`src/rtl/cfg_chain_pkg.sv`:
```
`timescale 1ns/1ps
package cfg_chain_pkg;

    localparam int          MARK_W     = 8;
    localparam logic [7:0]  MARKER     = 8'h5A;
    localparam int          LEN_BITS   = 24;
    localparam logic [2:0]  SLAVE_MODE = 3'b111;

    typedef enum logic [1:0] {
        ST_HUNT,
        ST_LEN,
        ST_OWN,
        ST_FWD
    } rx_state_e;

    typedef struct packed {
        logic capture;
        logic pass;
    } rx_ctl_t;

    function automatic logic marker_hit(input logic [MARK_W-2:0] win, input logic b);
        return ({win, b} == MARKER);
    endfunction

    function automatic int max2(input int a, input int b);
        return (a > b) ? a : b;
    endfunction

endpackage

```
`src/rtl/cfg_mode_gate.sv`:
```
`timescale 1ns/1ps
module cfg_mode_gate
    import cfg_chain_pkg::*;
(
    input  logic [2:0] mode,
    input  logic       init_ok,
    output logic       mode_ok,
    output logic       run_en
);

    always_comb begin
        mode_ok = (mode == SLAVE_MODE);
        run_en  = mode_ok && init_ok;
    end

endmodule

```
`src/rtl/cfg_seq.sv`:
```
`timescale 1ns/1ps
module cfg_seq
    import cfg_chain_pkg::*;
#(
    parameter int WORD_W  = 8,
    parameter int N_WORDS = 4,
    localparam int FRAME_BITS = WORD_W * N_WORDS,
    localparam int CNT_W   = $clog2(max2(LEN_BITS, FRAME_BITS)),
    localparam int IDX_W   = (N_WORDS > 1) ? $clog2(N_WORDS) : 1
)(
    input  logic             clk,
    input  logic             clear,
    input  logic             run_en,
    input  logic             din,
    output rx_ctl_t          ctl,
    output logic [IDX_W-1:0] word_sel,
    output logic             fwd_q,
    output logic             done
);

    rx_state_e           state;
    logic [CNT_W-1:0]    cnt;
    logic [MARK_W-2:0]   win;

    always_ff @(posedge clk) begin
        if (clear) begin
            state <= ST_HUNT;
            cnt   <= '0;
            win   <= '1;
            fwd_q <= 1'b1;
            done  <= 1'b0;
        end else if (!run_en) begin
            fwd_q <= 1'b1;
        end else begin
            unique case (state)
                ST_HUNT: begin
                    fwd_q <= din;
                    win   <= {win[MARK_W-3:0], din};
                    if (marker_hit(win, din)) begin
                        state <= ST_LEN;
                        cnt   <= '0;
                    end
                end
                ST_LEN: begin
                    fwd_q <= din;
                    if (cnt == CNT_W'(LEN_BITS - 1)) begin
                        state <= ST_OWN;
                        cnt   <= '0;
                    end else begin
                        cnt <= cnt + 1'b1;
                    end
                end
                ST_OWN: begin
                    fwd_q <= 1'b1;
                    if (cnt == CNT_W'(FRAME_BITS - 1)) begin
                        state <= ST_FWD;
                        done  <= 1'b1;
                        cnt   <= '0;
                    end else begin
                        cnt <= cnt + 1'b1;
                    end
                end
                ST_FWD: begin
                    fwd_q <= din;
                end
                default: state <= ST_HUNT;
            endcase
        end
    end

    always_comb begin
        ctl.capture = run_en && (state == ST_OWN);
        ctl.pass    = run_en && (state != ST_OWN);
        word_sel    = IDX_W'(cnt / CNT_W'(WORD_W));
    end


    done_hold_chk: assert property (@(posedge clk) disable iff (clear)
        done |=> done);


    done_fwd_chk: assert property (@(posedge clk) disable iff (clear)
        done |-> (state == ST_FWD));


    idle_hold_chk: assert property (@(posedge clk) disable iff (clear)
        !run_en |=> ($stable(state) && $stable(cnt)));


    own_quiet_chk: assert property (@(posedge clk) disable iff (clear)
        ctl.capture |=> fwd_q);


    prog_clear_chk: assert property (@(posedge clk)
        clear |=> (!done && state == ST_HUNT && cnt == '0));

endmodule

```
`src/rtl/cfg_frame_store.sv`:
```
`timescale 1ns/1ps
module cfg_frame_store
#(
    parameter int WORD_W  = 8,
    parameter int N_WORDS = 4,
    localparam int IDX_W  = (N_WORDS > 1) ? $clog2(N_WORDS) : 1
)(
    input  logic                      clk,
    input  logic                      clear,
    input  logic                      capture,
    input  logic [IDX_W-1:0]          word_sel,
    input  logic                      din,
    output logic [WORD_W*N_WORDS-1:0] frame_q
);

    for (genvar i = 0; i < N_WORDS; i++) begin : g_word
        logic [WORD_W-1:0] word_r;

        always_ff @(posedge clk) begin
            if (clear)
                word_r <= '0;
            else if (capture && (word_sel == IDX_W'(i)))
                word_r <= {word_r[WORD_W-2:0], din};
        end

        assign frame_q[i*WORD_W +: WORD_W] = word_r;
    end


    frame_idle_chk: assert property (@(posedge clk) disable iff (clear)
        !capture |=> $stable(frame_q));

endmodule

```
`src/rtl/cfg_dout_retime.sv`:
```
`timescale 1ns/1ps
module cfg_dout_retime (
    input  logic clk,
    input  logic clear,
    input  logic fwd_q,
    output logic dout
);

    always_ff @(negedge clk) begin
        if (clear)
            dout <= 1'b1;
        else
            dout <= fwd_q;
    end

endmodule

```
`src/rtl/cfg_chain_rx.sv`:
```
`timescale 1ns/1ps
module cfg_chain_rx
    import cfg_chain_pkg::*;
#(
    parameter int WORD_W  = 8,
    parameter int N_WORDS = 4,
    localparam int FRAME_BITS = WORD_W * N_WORDS,
    localparam int IDX_W  = (N_WORDS > 1) ? $clog2(N_WORDS) : 1
)(
    input  logic                  cclk,
    input  logic                  prog_n,
    input  logic [2:0]            mode,
    input  logic                  init_ok,
    input  logic                  din,
    output logic                  dout,
    output logic                  done,
    output logic [FRAME_BITS-1:0] frame_q
);

    logic             clear;
    logic             mode_ok;
    logic             run_en;
    rx_ctl_t          ctl;
    logic [IDX_W-1:0] word_sel;
    logic             fwd_q;

    assign clear = ~prog_n;

    cfg_mode_gate u_gate (
        .mode    (mode),
        .init_ok (init_ok),
        .mode_ok (mode_ok),
        .run_en  (run_en)
    );

    cfg_seq #(.WORD_W(WORD_W), .N_WORDS(N_WORDS)) u_seq (
        .clk      (cclk),
        .clear    (clear),
        .run_en   (run_en),
        .din      (din),
        .ctl      (ctl),
        .word_sel (word_sel),
        .fwd_q    (fwd_q),
        .done     (done)
    );

    cfg_frame_store #(.WORD_W(WORD_W), .N_WORDS(N_WORDS)) u_store (
        .clk      (cclk),
        .clear    (clear),
        .capture  (ctl.capture),
        .word_sel (word_sel),
        .din      (din),
        .frame_q  (frame_q)
    );

    cfg_dout_retime u_retime (
        .clk   (cclk),
        .clear (clear),
        .fwd_q (fwd_q),
        .dout  (dout)
    );


    mode_quiet_chk: assert property (@(posedge cclk) disable iff (clear)
        !mode_ok |=> dout);


    mode_no_capture_chk: assert property (@(posedge cclk) disable iff (clear)
        !mode_ok |-> !ctl.capture);

endmodule

```
`config.mk`:
```
export PLATFORM = sky130hd
export DESIGN_NAME = cfg_chain_rx
export DESIGN_NICKNAME = d
export VERILOG_FILES = /design/src/rtl/cfg_chain_pkg.sv /design/src/rtl/cfg_mode_gate.sv /design/src/rtl/cfg_seq.sv /design/src/rtl/cfg_frame_store.sv /design/src/rtl/cfg_dout_retime.sv /design/src/rtl/cfg_chain_rx.sv
export SDC_FILE = /design/constraint.sdc
export NUM_CORES = 1
export LEC_CHECK = 0
export CAP_MARGIN = 20
export CORE_ASPECT_RATIO = 0.9
export CORE_MARGIN = 5
export CORE_UTILIZATION = 45
export DETAILED_ROUTE_END_ITERATION = 8
export DONT_BUFFER_PORTS = 1
export PLACE_DENSITY_LB_ADDON = 0.2
export SYNTH_ARGS = -nofsm -noshare
export SYNTH_HDL_FRONTEND = slang
export SYNTH_SLANG_ARGS = --single-unit
```
`constraint.sdc`:
```
create_clock -name cclk -period 3.2 [get_ports cclk]
set_clock_uncertainty 0.05 [all_clocks]
set_input_delay 0.8 -clock cclk [delete_from_list [all_inputs] [get_ports cclk]]
set_output_delay 0.8 -clock cclk [all_outputs]
set_load 0.1 [all_outputs]
```
Yosys cells after proc, flatten, opt, wreduce, memory -nomap -nowiden:

Cells that the tools add are included.

* bits in registers: 49
* bits of input ports: 7
* output and inout bits: 34
* word-level logic and storage cells: 48

* add/sub/neg operators: 1
* eq/ne operators: 13
* mux-type cells: 9
* reductions and logical operators: 15

Operator list (count)
* $mux 5: 3
* $pmux 5 s3: 1
* $eq 5x5->1 const B: 2
* $eq 2x2->1 const B: 4
* $eq 8x7->1 const B: 1
* $logic_and 1x1->1: 6
* $mux 2: 3
* $ne 2x1->1 const B: 3
* $pmux 2 s3: 1
* $reduce_and 3->1: 2
* $add 5x1->5 const B: 1
* $reduce_and 5->1: 1
* $eq 2x1->1 const B: 2
* $logic_not 2->1: 2
* $reduce_and 2->1: 2
* $eq 3x3->1 const B: 1
* $reduce_bool 3->1: 1
* $reduce_or 3->1: 1
* $pmux 1 s2: 1

Depth between registers and ports, before layout:

* depth in word-level cells: 4
* mapped depth: 7
* mapped depth without buffers: 7

Modules after synthesis:

A second synthesis with hierarchy kept.

* cells, all modules: 210
* area, all modules: 2253.4 µm²

By module, submodules not included
* cfg_frame_store: times used 1, cells an instance 109, area each 1275.0 µm², sequential area each 640.6 µm²
* cfg_seq: times used 1, cells an instance 95, area each 928.4 µm², sequential area each 320.3 µm²
* cfg_dout_retime: times used 1, cells an instance 3, area each 30.0 µm², sequential area each 20.0 µm²
* cfg_mode_gate: times used 1, cells an instance 2, area each 16.3 µm², sequential area each 0.0 µm²
* cfg_chain_rx: times used 1, cells an instance 1, area each 3.8 µm², sequential area each 0.0 µm²

==> qor.txt <==
Status: finished, violations left
Violated checks: negative setup slack
Multi-input logic area: 956 um^2
Crit path buf inv count: 1
Kind of critical path: flip-flop to output port
Critical path required time: 2.35 ns
PortBufs: 0
Sequential area share after synthesis: 0.482
Worst R2R Path Depth: 1
VDD IR-drop max: 247 uV
Storage element area: 982 um^2
Commonest cells after routing, fill and taps aside: 50 x nand2_1, 48 x dfxtp_1, 43 x nand3_1, 33 x o21ai_0, 7 x ha_1
Main area contributors after synthesis: dfxtp_1 48%, nand3_1 11%, nand2_1 9.2%
Clock Tree Root: clkbuf_8
Total gr overflow: 0
Antenna cells: 0
Cell Chain, Critical Path: buf_12
Die H: 73.8 um
Vias in the first global route: 1392
Num ports: 41
CP max stage delay: 0.33 ns
Non-filler cells, final: 296
Reg2Reg Setup Slack: 1.07 ns
Hold path startpoint: u_seq.win[6]
Post-synth EDFFs: 0
Per-cell routed wire length: 12.8 um
P_leak: 0.771 nW
Setup slack after layout: -0.0920 ns
Worst Hold Depth: 2
FP Rows: 23
Final setup vio count: 1
Sequential share of power: 0.630
First-pass GRT wire length: 6400 um
Area of the mapped netlist: 2030 um^2
Worst min path class: flip-flop to flip-flop
Commonest non-fill, non-tap cell in the layout: nand2_1
Via-to-Cell Ratio: 5.18
Total number of vias: 1533
Int Pwr: 0.769 mW
Cells after Synth: 241
Clk sink count: 49
Synth Register Bits: 49
Largest area contributor in the netlist: dfxtp_1
Unrepaired setup endpoints after global routing: true
Syn_area_per_cell: 8.44 um^2
DPL Wire Length: 2510 um
Worst-path clk slew: 0.09 ns
Power per cell area: 454 nW/um^2
Area of the core: 4400 um^2
Post-synth top flop: dfxtp_1
Setup TNS: -0.0920 ns
Number of CTS-inserted buffers: 5
CP arrival: 2.44 ns
Relative slew slack: 0.317
CP max stage cell: dfxtp_2
Remaining DRCs: 0
Pin count of the biggest net entering global routing: 86
Area delta synth->final: 5.60%
Number of max-cap violations: 0
Reg2reg start: u_seq.fwd_q
Switch Pwr: 0.207 mW
Worst-Margin Slew: 1.02 ns
First drt pass iteration count: 4
WHS Endpoint: u_seq.win[6]
CP Capture Type: output port
Number of fill cells: 432
Slew Viols, Final: 0
Startpoint Class: flip-flop
Final WL: 3800 um
Placed Cells: 288
Die area: 5970 um^2
H-tree levels: 2
Post-Place Worst Slack: 0.263 ns
Fin nets: 247
Post-route ant nets: 0
Post-CTS setup buffers: 0
Synth warn: 0
Count of unique library cells instantiated by Yosys: 39
Initial DRC count: 106
Final GP Congestion: 0.783
Mapped Nets: 255
Share of layout cells above drive strength 1: 0.0769
Ys async rst share: 0
Clock network fraction of design power: 0.358
CP max FO: 1
Reg2Reg Capture Point: u_retime.dout
Yosys top cell area share: 0.482
DIE WIDTH: 80.9 um
Gates resized, CTS repair: 0
GRT Util Overall: 0.135
Initial antenna violation count: 0
Final Hold Vio Count: 0
Comb pwr share: 0.012
Hold Buf Count CTS: 0
Initial Utilization: 0.462
Sw Share: 0.212
Worst skew pair latency: 0.29 ns
Delay-heaviest family, CP: flip-flops
CTS tree: done
CTS Buffer Depth: 2
Design Power: 0.976 mW
[worst max path at each step]
| stage | startpoint | end | slack [ns] | cells after the start |
|---|---|---|---|---|
| global route | u_retime.dout | dout | -0.14 | 1 |
| detailed placement | u_retime.dout | dout | 0.26 | 1 |
| floorplan | u_retime.dout | dout | 0.12 | 0 |
| global placement | u_retime.dout | dout | 0.26 | 1 |
| finish | u_retime.dout | dout | -0.09 | 1 |
| CTS | u_retime.dout | dout | -0.11 | 1 |
[kinds of logic after synthesis]
kind of cell	count (synthesis)	synth area share
AND/OR/NAND/NOR	116	0.285
flip-flops	49	0.482
AO/OA/AOI/OAI	43	0.123
buffers and inverters	22	0.0480
adder cells (fa/ha/maj)	7	0.0430
multiplexers	3	0.0148
XOR/XNOR	1	0.00431
[power by group through the flow]
stage / combinational [mW] / sequential [mW] / clock (mW)
finish: 0.0118 / 0.615 / 0.349
global route: 0.0138 / 0.615 / 0.386
CTS: 0.0119 / 0.615 / 0.366
detailed placement: 0.0119 / 0.629 / 0.00391
global placement: 0.0116 / 0.629 / 0.00391
floorplan: 0.0232 / 0.629 / 0.00391
[layer usage]
| layer | vias to the layer above | global-route usage | share of wire |
|---|---|---|---|
| li1 | 816 | - | - |
| met1 | 681 | 0.185 | 0.49 |
| met2 | 31 | 0.192 | 0.42 |
| met3 | 5 | 0.0502 | 0.075 |
| met4 | 0 | 0.0507 | 0.010 |
| met5 | - | 0 | 0 |
[per-stage QoR]
stage / instance area, um^2 / utilization / hold slack, ns
3_5_place_dp: 2070 / 0.469 / 0.412
6_report: 2150 / 0.488 / 0.433
4_1_cts: 2150 / 0.488 / 0.433
5_1_grt: 2150 / 0.488 / 0.457
2_1_floorplan: 2040 / - / 0.383
3_3_place_gp: 2070 / 0.469 / 0.404
[sequential cells by signal (all words and copies together), names as in the netlist]
signal / flops
u_seq.state: 2
u_seq.win: 7
u_retime.dout: 1
u_store.g_word.word_r: 32
u_seq.cnt: 5
u_seq.done: 1
u_seq.fwd_q: 1
[cell type report]
type                    count  share of cell area
inverters                   3             0.00524
clock buffers               5              0.0320
clock inverters             4             0.00815
multi-input cells         170               0.445
flip-flops and latches     49               0.457
repair buffers              3              0.0163
well taps                  62              0.0361
[timing repair]
action	CTS	global route
cloned	0	0
setup endpoints to repair	1	1
pin swaps	0	0
[Yosys cell counts, types with 2 or more instances]
library cell  count
nand2_1          50
dfxtp_1          49
nand3_1          43
o21ai_0          33
clkbuf_1         12
ha_1              7
inv_1             4
mux2i_1           3
nand4b_1          3
nor2_1            3
buf_2             2
nand2b_1          2
nand4_1           2
nor2b_1           2
o211ai_1          2
(Power assumes the default switching activity.)
